===== config.mk =====
export PLATFORM = sky130hd
export DESIGN_NAME = sysbus_arbiter
export DESIGN_NICKNAME = d
export VERILOG_FILES = /design/src/rtl/arb_pkg.sv /design/src/rtl/arb_prio_resolve.sv /design/src/rtl/arb_grant_ctrl.sv /design/src/rtl/sysbus_arbiter.sv
export SDC_FILE = /design/constraint.sdc
export NUM_CORES = 1
export LEC_CHECK = 0
export CAP_MARGIN = 40
export CORE_AREA = 5 5 42 44
export CTS_CLUSTER_SIZE = 16
export DETAILED_ROUTE_END_ITERATION = 8
export DIE_AREA = 0 0 47 49
export GPL_TIMING_DRIVEN = 0
export SETUP_SLACK_MARGIN = 0.4
export SYNTH_ARGS = -nofsm -noshare
export SYNTH_HDL_FRONTEND = slang
export SYNTH_HIERARCHICAL = 1
export SYNTH_SLANG_ARGS = --single-unit

===== constraint.sdc =====
create_clock -name clk -period 1.45 [get_ports clk]
set_input_delay 0.2175 -clock clk [delete_from_list [all_inputs] [get_ports clk]]
set_output_delay 0.2175 -clock clk [all_outputs]
set_load 0.05 [all_outputs]

===== src/rtl/arb_pkg.sv =====
package arb_pkg;

    localparam int unsigned NUM_MST = 4;
    localparam int unsigned MST_W   = $clog2(NUM_MST);

    typedef enum logic [MST_W-1:0] {
        MST_TST = 2'd0,
        MST_DMA = 2'd1,
        MST_EXT = 2'd2,
        MST_CPU = 2'd3
    } mst_e;

    typedef logic [NUM_MST-1:0] mvec_t;

    localparam mst_e DEFAULT_MST = MST_CPU;

    // Master at a given rank (0 = highest) for the chosen ordering.
    function automatic mst_e rank_to_mst(input logic swap, input int unsigned rank);
        mst_e m;
        case (rank)
            0:       m = MST_TST;
            1:       m = swap ? MST_EXT : MST_DMA;
            2:       m = swap ? MST_DMA : MST_EXT;
            default: m = MST_CPU;
        endcase
        return m;
    endfunction

    function automatic mvec_t mst_to_vec(input mst_e m);
        mvec_t v;
        v = '0;
        v[m] = 1'b1;
        return v;
    endfunction

    typedef struct packed {
        mst_e  owner;
        mvec_t gnt;
    } arb_state_t;

endpackage


===== src/rtl/arb_prio_resolve.sv =====
module arb_prio_resolve
    import arb_pkg::*;
(
    input  mvec_t req,
    input  logic  swap,
    output mst_e  winner
);

    // hit[r] is set when the master holding rank r is requesting.
    logic [NUM_MST-1:0] hit;

    for (genvar g = 0; g < NUM_MST; g++) begin : g_rank
        assign hit[g] = req[rank_to_mst(swap, g)];
    end

    always_comb begin
        winner = DEFAULT_MST;
        for (int r = NUM_MST - 1; r >= 0; r--) begin
            if (hit[r]) begin
                winner = rank_to_mst(swap, r);
            end
        end
    end

endmodule


===== src/rtl/arb_grant_ctrl.sv =====
module arb_grant_ctrl
    import arb_pkg::*;
(
    input  logic  clk,
    input  logic  rst_n,
    input  mst_e  winner,
    input  logic  done,
    input  logic  lock,
    input  logic  sleep,
    output mvec_t gnt
);

    arb_state_t st_d, st_q;
    logic       decide;

    always_comb begin
        st_d   = st_q;
        decide = done && !lock && !sleep;
        if (sleep) begin
            st_d.owner = DEFAULT_MST;
        end else if (decide) begin
            st_d.owner = winner;
        end
        st_d.gnt = mst_to_vec(st_d.owner);
    end

    always_ff @(posedge clk) begin
        if (!rst_n) begin
            st_q.owner <= DEFAULT_MST;
            st_q.gnt   <= mst_to_vec(DEFAULT_MST);
        end else begin
            st_q <= st_d;
        end
    end

    assign gnt = st_q.gnt;

    // exactly one owner at all times after the first edge
    a_r1_onehot: assert property (@(posedge clk) disable iff (!rst_n)
        $countones(st_q.gnt) == 1);

    // reset parks the bus on the CPU
    a_r2_reset_cpu: assert property (@(posedge clk)
        !rst_n |=> st_q.gnt == mst_to_vec(MST_CPU));

    // no strobe, no sleep -> hold
    a_r3_hold: assert property (@(posedge clk) disable iff (!rst_n)
        (!done && !sleep) |=> $stable(st_q.gnt));

    // lock holds the grant
    a_r8_lock_hold: assert property (@(posedge clk) disable iff (!rst_n)
        (lock && !sleep) |=> $stable(st_q.gnt));

    // sleep forces the CPU
    a_r9_sleep_cpu: assert property (@(posedge clk) disable iff (!rst_n)
        sleep |=> st_q.gnt == mst_to_vec(MST_CPU));

endmodule


===== src/rtl/sysbus_arbiter.sv =====
module sysbus_arbiter
    import arb_pkg::*;
(
    input  logic       clk,
    input  logic       rst_n,
    input  logic [3:0] req_i,
    input  logic       prio_swap_i,
    input  logic       xfer_done_i,
    input  logic       lock_i,
    input  logic       sleep_i,
    output logic [3:0] gnt_o
);

    mst_e  win;
    mvec_t gnt;

    arb_prio_resolve u_resolve (
        .req    (req_i),
        .swap   (prio_swap_i),
        .winner (win)
    );

    arb_grant_ctrl u_ctrl (
        .clk    (clk),
        .rst_n  (rst_n),
        .winner (win),
        .done   (xfer_done_i),
        .lock   (lock_i),
        .sleep  (sleep_i),
        .gnt    (gnt)
    );

    assign gnt_o = gnt;

    logic open_q;
    assign open_q = xfer_done_i && !lock_i && !sleep_i;

    // test-interface request always wins a decision
    a_r4_tst_wins: assert property (@(posedge clk) disable iff (!rst_n)
        (open_q && req_i[0]) |=> gnt_o == 4'b0001);

    // DMA above external with swap low
    a_r5_dma_first: assert property (@(posedge clk) disable iff (!rst_n)
        (open_q && !req_i[0] && req_i[1] && !prio_swap_i) |=> gnt_o == 4'b0010);

    // external above DMA with swap high
    a_r6_ext_first: assert property (@(posedge clk) disable iff (!rst_n)
        (open_q && !req_i[0] && req_i[2] && prio_swap_i) |=> gnt_o == 4'b0100);

    // idle decision parks on the CPU
    a_r7_park_cpu: assert property (@(posedge clk) disable iff (!rst_n)
        (open_q && req_i[2:0] == 3'b000) |=> gnt_o == 4'b1000);

endmodule


* Word-level counts from Yosys, hierarchy flattened *
Cells that the tools add are included.

word-level totals
  input bits = 10
  word-level logic and storage cells = 24
  output and inout bits = 4
  register bits after elaboration = 6

cells by class
  multiplexer cells = 13
  order comparisons = 4
  reduce and logical (&&, ||, !) cells = 5

operators with widths
  cell                  number
  $mux W2               7
  $lt A2 B3 Y1 const B  3
  $bmux W1 S2           2
  $logic_and A1 B1 Y1   3
  $mux W1               3
  $demux W1 S2          1
  $ge A2 B1 Y1 const B  1
  $logic_not A1 Y1      2

* Logic depth before layout (Yosys ltp) *
Gate-level depths: netlist of run 1.

  depth after elaboration = 12
  mapped depth = 4
  depth with buffers taken out = 4

* Modules after synthesis *
Netlist of run 1, hierarchy kept.

modules (own cells, without submodules)
  module            sequential area each (um2)  times used  area an instance (um2)  cells each
  arb_grant_ctrl    120.1                       1           239.0                   20
  arb_prio_resolve  0.0                         1           23.8                    4

* Worst setup path before layout of run 1 *
OpenSTA, ideal clock, no wires.

  path kind = input to register
  start = input port lock_i
  end = register u_ctrl/gnt[2] (netlist name)
  path buffers = 0
  setup time = 117 ps
  stages on the path = 3
  path slack = 487 ps
  arrival = 845 ps
  cell sequence = nand2b_4 > mux2i_1 > and4bb_2

between the ends
  word-level cells in the longest chain between the ends = 9

ends and longest elaborated chain
  item                                                                       line                  RTL
  start: declaration                                                         sysbus_arbiter.sv:9   input logic lock_i,
  $logic_not A1 Y1 (*)                                                       --
  $logic_and A1 B1 Y1 (*)                                                    arb_grant_ctrl.sv:18  decide = done && !lock && !sleep;
  $logic_and A1 B1 Y1 (*)                                                    --
  $mux W2 (*)                                                                arb_grant_ctrl.sv:21  end else if (decide) begin
  $mux W2 (*)                                                                arb_grant_ctrl.sv:19  if (sleep) begin
  $lt A2 B3 Y1 (not written as such) / $ge A2 B1 Y1 (equally long branches)  arb_pkg.sv:32         v[m] = 1'b1;
  $logic_and A1 B1 Y1 (not written as such)                                  arb_pkg.sv:32
  $mux W1 (not written as such)                                              arb_pkg.sv:32
  $demux W1 S2 (*)                                                           --

Mark *: on every way between the ends. The rest lies on a longest branch, timed or not.
A chain may end at the register's enable or synchronous reset.

* Worst setup path in the final report of run 1 *
  start = register u_ctrl/gnt[1] (netlist name)
  end = output port gnt_o[1]

RTL lines
  item              line                  RTL
  end: declaration  sysbus_arbiter.sv:11  output logic [3:0] gnt_o

No word-level cell between the ends.

==> results by stage, run 1 <==
GRT:
- The number of antenna violations at the first check in global routing is 0.
- The first global-routing pass estimated 710 um of wire.
- For this run, the total global-route usage over all layers was measured as 0.0466.
- The largest net degree at the start of global routing is 5.
- The remaining global-route overflow is 0.
- The number of global-route vias before repair was 195.

Clock network:
- The clock latency reported for the late side of the worst-skew pair is 0.24 ns.
- CTS built an H-tree with a depth of 1.
- The clock tree from TritonCTS is built.
- The tree is rooted in a clkbuf_4.
- For this design, the sink count on the clock tree is 6.
- In this run, post-CTS hold repair placed 0 buffers.
- The maximum number of buffers from clock root to sink is 2.
- The clock transition time at the flip-flop clock pins of the worst setup and hold paths is 0.05 ns.
- Buffers inserted during clock tree synthesis total 3.

Logic synthesis:
- In the post-synthesis netlist, the biggest area contributors are dfxtp_1, buf_4, and4bb_2.
- The count of synthesis-stage warnings from yosys is 6.
- The total of flip-flops plus latches after synthesis is 6.
- The combinational family with the most area after synthesis is simple AND/OR/NAND/NOR gates.
- For this run, asynchronously set or reset flops after synthesis account for 0.
- Of the total synthesized cell area, the portion taken by full adders, half adders and majority gates is 0.
- Of the total synthesized cell area, the portion taken by AND, OR, NAND and NOR gates is 0.281.
- By count the netlist is led by dfxtp_1, buf_4, nand2_1.
- The post-synthesis cell type count is 12.
- The average instance area after synthesis is 10.9 um^2.
- Counting flops with a built-in enable in the synthesized netlist gives 0.
- The instance count of the mapped netlist is 24.
- The parity-gate share of the synthesized area counting xor and xnor cells is 0.
- dfxtp_1 takes more of the synthesized area than any other cell.
- The most frequently used flop master after synthesis is dfxtp_1.
- dfxtp_1 is the most common cell in the netlist.
- The synthesized netlist occupies a cell area of 263 um^2.
- The synthesized-area fraction occupied by ao, oa, aoi and oai cells was 0.0714.
- The number of nets produced by synthesis is 34.
- The portion of synthesized area spent on multiplexers is 0.0762.
- The fraction of the yosys area taken by sequential cells is 0.457.
- The share of synthesized area in the top cell type comes to 0.457.

Power:
- The net switching component of the power is 94.6 uW.
- Of the total power, the share spent switching nets is 0.233.
- The share of power burned in the clock network is 0.372.
- The analysis attributes to cell leakage a power of 0.000210 uW.
- The worst-case vdd ir drop is 0.216 mV.
- The share of total power dissipated in sequential elements is 0.425.
- The combinational fraction of design power is 0.203.
- The post-layout total power is 405 uW.
- For this design the ratio of total power to cell area is 855 nW/um^2.
- The internal power of the cells is 311 uW.

Setup path:
- Tracing the worst setup path back leads to its startpoint at u_ctrl/gnt[1].
- The startpoint identified for the worst register-to-register timing path is u_ctrl/st_q[5].
- The slowest stage cell on the critical path is dfxtp_1.
- STA classifies the critical path startpoint as a flop.
- The endpoint kind of the worst setup timing path is a primary output.
- The largest driver fanout on the critical path is 1.
- The arrival time of data at the critical path endpoint is 0.79 ns.
- The required time of the worst setup path is 1.23 ns.
- The maximum cell stage delay along the critical path is 0.29 ns.
- The signal on the critical path passes through buf_4, buf_6.
- The critical path is of the reg -> out type.

Floorplanning:
- For this configuration, the core starts out at a cell density of 0.188.
- The number of top-level design ports is 14.
- The core region is 1400 um^2.
- The die is 49 um tall.
- After floorplanning, the core was divided into 14 placement rows.
- The width of the die is 47 um.
- The die covers 2300 um^2.

Placement:
- Once placement completed, the tool counted placed cells totaling 52.
- During placement, the flow inserted port buffers numbering 12.
- The final RePlAce weighted congestion is 0.628.

Timing:
- The minimum clock period is 1.01 ns.
- Setup repair after global routing left no endpoint under its margin.
- The max-slew violation total from the final report came to 0.
- For the final database, setup skew stands at 0.00225 ns.
- The hold violation count in the final report is 0.
- Setup violations remaining at the end of the flow were counted as 0.
- The upper clock frequency limit is 0.993 GHz.
- Of the available clock period, the critical path in the final layout requires 0.694.
- The slew at the pin closest to its max-slew limit is 0.162 ns.
- The worst slew margin relative to its limit is 0.890.

Drt:
- The final antenna-violating net count is 0.
- Summed over all layers, the routed wires come to 434 um.
- The number of DRC markers after the initial detailed-route iteration is 5.
- In the final routed layout, each cell accounts on average for 7.61 um.
- The first-pass iteration count of the detailed router is 3.
- The post-detailed-route via-to-cell ratio is 3.53.
- The DRC violation count after routing is 0.
- The detailed-route via count is 201.

Status:
- The run finished with clean final reports.

Layout:
- 0 antenna diodes ended up in the layout.
- The count of nets after finishing is 53.
- The proportion of layout cells with a drive suffix above 1 is 0.537.
- Fill cells in the final layout number 154.
- The final design utilization is 0.338.
- The count of cells in the finished layout, fillers not included, comes to 57.
- The synthesis-to-finish area growth is 80.5%.

Hold path:
- The path class of the tightest hold or removal check is in -> reg.
- The worst hold path begins at lock_i.

Job:
- The number of maximum-capacitance violations is 0.
==> flip-flops by register name, summed over array words and instances (netlist names) <==
| signal | flops |
|---|---|
| u_ctrl/gnt | 4 |
| u_ctrl/st_q | 2 |
==> critical path, delay by kind of cell (launching register included) <==
kind / cells / cell delay (ns)
flip-flops: 1 / 0.29
buffers and inverters: 2 / 0.26
==> per-layer routing <==
metal  share of wire  vias up  GRT usage
met4               0        0     0.0829
met2            0.51        6     0.0566
li1                -      114          -
met3           0.088        0          0
met1            0.40       81     0.0510
met5               0        -          0
==> layout make-up <==
class / instances / area [um^2] / share of cell area
Buffer: 4 / 30.0 / 0.0633
Clock buffer: 3 / 22.5 / 0.0475
Multi-Input combinational cell: 14 / 149 / 0.314
Sequential cell: 6 / 120 / 0.253
Tap cell: 16 / 20.0 / 0.0422
Timing Repair Buffer: 14 / 133 / 0.280
==> through the flow <==
stage | hold WS, ns | instance area, um^2 | setup WS [ns] | TNS [ns]
finish | 0.605 | 474 | 0.443 | 0
CTS | 0.600 | 459 | 0.399 | 0
global route | 0.638 | 474 | 0.411 | 0
floorplan | 0.328 | 263 | 0.487 | 0
detailed placement | 0.513 | 403 | -0.0742 | -0.129
global placement | 0.506 | 403 | -0.0691 | -0.130
==> cells in the final DEF (no fill, tap or decap) <==
master / netlist / routed
dfxtp_1: 6 / 6
nand2b_4: 1 / 2
nor2b_1: 1 / 1
and4b_2: 1 / 1
a21oi_2: 1 / 2
dlygate4sd2_1: 0 / 6
and4bb_2: 2 / 2
nand2_1: 3 / 3
mux2i_4: 0 / 2
clkbuf_4: 0 / 3
buf_4: 4 / 6
o21ai_1: 0 / 1
clkdlybuf4s50_1: 0 / 2
buf_6: 0 / 4
==> cell families (layout without fill, tap and decap cells) <==
group / after synthesis / in the layout
buffers and inverters: 4 / 21
muxes: 2 / 2
AOI/OAI and AO/OA: 3 / 3
and+or+nand+nor: 9 / 9
DFF: 6 / 6
==> power by group through the flow <==
stage	clock network (uW)	registers [uW]	logic [uW]
5_1_grt	164	173	88.2
2_1_floorplan	0	174	34.8
3_5_place_dp	0	175	68.2
3_3_place_gp	0	174	67.6
6_report	151	172	82.4
4_1_cts	161	172	80.5
==> repair_timing <==
item                       4_1_cts  5_1_grt
resized for setup               37        4
setup buffers                    2        0
pin swaps                        4        0
setup endpoints to repair       10        4
==> path summary, 6_finish.rpt <==
path / to / slack [ns] / depth (start not counted)
worst min-delay path: u_ctrl/st_q[4] / 0.60 / 5
worst max-delay path: gnt_o[1] / 0.44 / 2
worst min register to register: u_ctrl/st_q[4] / 0.63 / 3
worst max register to register: u_ctrl/gnt[2] / 0.62 / 2
(Power assumes the default switching activity.)
==> run 2: changes to the inputs <==
==> constraint.sdc (replaced) <==
create_clock -name clk -period 0.97 [get_ports clk]
set_input_delay 0.1455 -clock clk [delete_from_list [all_inputs] [get_ports clk]]
set_output_delay 0.1455 -clock clk [all_outputs]
set_load 0.05 [all_outputs]
==> run 2 against run 1 <==
Flip-flop and latch count unchanged. Global-route usage is 0.49 points higher. Total power up 52%. Register-to-register slack worse by 0.53 ns. Combinational power grew 59%. Utilization is 2.6 points higher. Critical path depth stayed put. Critical endpoint unchanged.
==> results by stage, run 2 (synthesis gave the netlist of run 1 again) <==
Status:
- The flow ran to the end, and the final reports show no timing, DRC or antenna violations.

Setup path:
- The setup slack of the most critical reg-to-reg path was 0.09 ns (-0.53 ns).
- The number of cells traversed by the worst register-to-register path is 2 (unchanged).
- The required time of the worst setup path is 0.82 ns (-0.41 ns).
- The slowest stage cell on the critical path is dfxtp_1.
- The maximum cell stage delay along the critical path came to 0.30 ns (about the same).
- The endpoint kind of the worst setup timing path is a primary output.
- The largest driver fanout on the critical path was 1 (unchanged).
- The critical path goes through buf_6, buf_8.
- The arrival time of data at the critical path endpoint is 0.79 ns (about the same).
- The endpoint of the lowest-slack register-to-register path is u_ctrl/gnt[1].
- The startpoint type of the worst setup path is a flop.
- The launch point of the worst reg-to-reg path is u_ctrl/st_q[4].
- By startpoint and endpoint, the worst setup path is classified as reg -> out.

Placement:
- The number of instances in the placed design was 52 (unchanged).
- The setup slack after placement is -0.433 ns (-0.358 ns).
- The number of buffers inserted by port buffering came to 12 (unchanged).
- The final RePlAce weighted congestion is 0.719 (+15%).

Drt:
- The post-detailed-route via-to-cell ratio was 3.91 (+11%).
- The wire length reported by the detailed router came to 484 um (+12%).
- The final antenna-violating net count came to 0 (unchanged).
- The wire length per cell after detailed routing is 8.80 um (+16%).
- The detailed-route via count was 215 (+7.0%).
- The first-pass iteration count of the detailed router is 2 (-1).
- The DRC violation count after routing is 0 (unchanged).
- The number of DRC markers after the initial detailed-route iteration is 1 (-4).

Layout:
- The leading cell type in the layout, fill and taps excluded is dfxtp_2.
- The area occupied by multi-input gates is 168 um^2 (+13%).
- The area of all sequential standard cells is 126 um^2 (+5.2%).
- The number of standard cells in the layout, taps in and fillers out came to 55 (-3.5%).
- The count of nets after finishing is 51 (-3.8%).
- In the layout the commonest cells are dfxtp_2, buf_8, buf_6.
- The largest register by flop count is u_ctrl/gnt.
- The largest registers in the layout are u_ctrl/gnt (4), u_ctrl/st_q (2).
- The number of fill cells in the layout is 152 (-1.3%).
- The proportion of layout cells with a drive suffix above 1 is 0.795 (+0.258).
- The synthesis-to-finish area growth is 94.3%.
- The flip-flop count of the largest register after layout is 4 (unchanged).
- The count of inserted antenna diode cells is 0 (unchanged).

GRT:
- The total global-route track usage is 0.0516 (+0.00494).
- The number of global-route vias before repair was 188 (-3.6%).
- The wire length of the first global-routing pass is 765 um (+7.7%).
- The largest net degree at the start of global routing is 6 (+1).
- The number of antenna violations at the first check in global routing is 0 (unchanged).
- The remaining global-route overflow is 0 (unchanged).

Hold path:
- In this run the worst hold path is classified as in -> reg.
- The worst-case hold path end point is u_ctrl/st_q[5].
- The worst hold path depth is 4 (-1).
- The worst hold path begins at xfer_done_i.

Power:
- The switching power as a share of total power was 0.240 (+0.00703).
- The combinational fraction of design power is 0.213 (+0.010).
- The leakage power was 0.000213 uW (+1.7%).
- The internal power of the cells is 468 uW (+51%).
- The share of power burned in the clock network is 0.365 (-0.007).
- The net switching component of the power is 148 uW (+57%).
- The total power density per cell area came to 1210 nW/um^2 (+41%).
- The worst-case vdd ir drop is 0.609 mV (+180%).
- The sequential share of power is 0.422 (-0.003).

Clock network:
- The clock latency reported for the late side of the worst-skew pair is 0.24 ns (about the same).
- The maximum number of buffers from clock root to sink was 2 (unchanged).
- In this run the clock root is driven by a clkbuf_4.
- The number of H-tree branching levels was 1 (unchanged).
- The total of hold buffers inserted after clock tree synthesis is 0 (unchanged).
- The clock transition time at the flip-flop clock pins of the worst setup and hold paths is 0.04 ns (about the same).
- The number of buffers created by CTS is 3 (unchanged).
- The number of clock sinks was 6 (unchanged).
- The clock tree from TritonCTS is built.

Timing:
- The routed design could run at a clock period as short as 0.939 ns.
- The max-slew violation total from the final report is 0 (unchanged).
- In the finished design, the share of the clock period the worst path needs comes to 0.968.
- The worst clock skew on the final layout was 0.00337 ns (+0.00112 ns).
- The hold violation count in the final report is 0 (unchanged).
- Setup repair after global routing could not meet its margin everywhere.
- The final setup TNS is 0 ns (unchanged).
- Based on the critical path, the design can be clocked at up to 1.06 GHz.
- The worst slew margin relative to its limit is 0.858 (-0.0313).
- The slew at the pin closest to its max-slew limit is 0.208 ns (+0.0460 ns).
- The setup slack of the critical path after layout is 0.0307 ns (-0.412 ns).
- The final count of negative-setup-slack endpoints is 0 (unchanged).

Floorplanning:
- The die area is 2300 um^2 (unchanged).
- The starting density of the core is 0.188 (unchanged).
- The row count is 14 (unchanged).
- The floorplan die height was 49 um (unchanged).
- The number of top-level design ports came to 14 (unchanged).
- The area of the core region came to 1400 um^2 (unchanged).
- The width of the die is 47 um (unchanged).

Job:
- The number of maximum-capacitance violations is 0 (unchanged).
==> run 2: changes by cell type in the layout (fill, tap and decap cells not counted), moves of 2 or more <==
cell,change
buf_4,-6
dfxtp_1,-5
dfxtp_2,+5
buf_8,+4
dlygate4sd2_1,-3
clkdlybuf4s15_2,+2
clkdlybuf4s50_1,-2
==> run 2: per-stage QoR <==
stage	total power, uW	instance area (um^2)	hold slack [ns]	util
3_3_place_gp	376	435	0.476	0.311
5_1_grt	663	510	0.287	0.364
6_report	616	510	0.279	0.364
3_5_place_dp	377	435	0.491	0.311
2_1_floorplan	325	295	0.264	-
4_1_cts	626	503	0.322	0.359
==> run 2: area by class of cell <==
type                       instances  area share
buffer                             4      0.0882
tap                               16      0.0392
sequential                         6       0.248
clock buffer                       3      0.0441
multi-input combinational         14       0.328
timing repair buffer              12       0.252
==> run 2: worst max-delay path: cells and delay by family, from the launching register on <==
kind,cells,cell delay (ns)
buf+inv,2,0.25
flops,1,0.30
==> run 2: worst max path at each step <==
| stage | cells after the start | slack [ns] | end | from |
|---|---|---|---|---|
| detailed placement | 5 | -0.43 | u_ctrl/gnt[1] | prio_swap_i |
| CTS | 2 | 0.02 | gnt_o[1] | u_ctrl/gnt[1] |
| global placement | 5 | -0.42 | u_ctrl/gnt[1] | prio_swap_i |
| floorplan | 3 | 0.11 | u_ctrl/gnt[2] | lock_i |
| global route | 2 | -0.003 | gnt_o[1] | u_ctrl/gnt[1] |
| finish | 2 | 0.03 | gnt_o[1] | u_ctrl/gnt[1] |
==> run 2: power groups by stage <==
stage | Sequential [uW] | Combinational, uW | Clock, uW
floorplan | 262 | 62.2 | 0
global placement | 263 | 113 | 0
detailed placement | 263 | 114 | 0
CTS | 260 | 128 | 238
global route | 259 | 138 | 266
finish | 260 | 131 | 225
==> run 2: routing by layer <==
| layer | share of wire | vias up | global-route usage |
|---|---|---|---|
| met3 | 0.13 | 0 | 0.0664 |
| met4 | 0 | 0 | 0.0138 |
| li1 | - | 112 | - |
| met1 | 0.38 | 93 | 0.0510 |
| met2 | 0.49 | 10 | 0.0656 |
| met5 | 0 | - | 0 |
==> run 2: what timing repair did <==
item                                    CTS  global route
setup buffers                             0             0
pin swaps                                 6             2
endpoints found under the setup margin   10            10
gates resized for setup                  56             5
==> run 3: changes to the inputs <==
--- a/config.mk
+++ b/config.mk
@@ -7,6 +7,7 @@
 export LEC_CHECK = 0
 export CAP_MARGIN = 40
 export CORE_AREA = 5 5 42 44
+export CTS_CLUSTER_DIAMETER = 150
 export CTS_CLUSTER_SIZE = 16
 export DETAILED_ROUTE_END_ITERATION = 8
 export DIE_AREA = 0 0 47 49
==> results of run 3 <==
Final layout, timing and power as in run 2 (identical DEF).
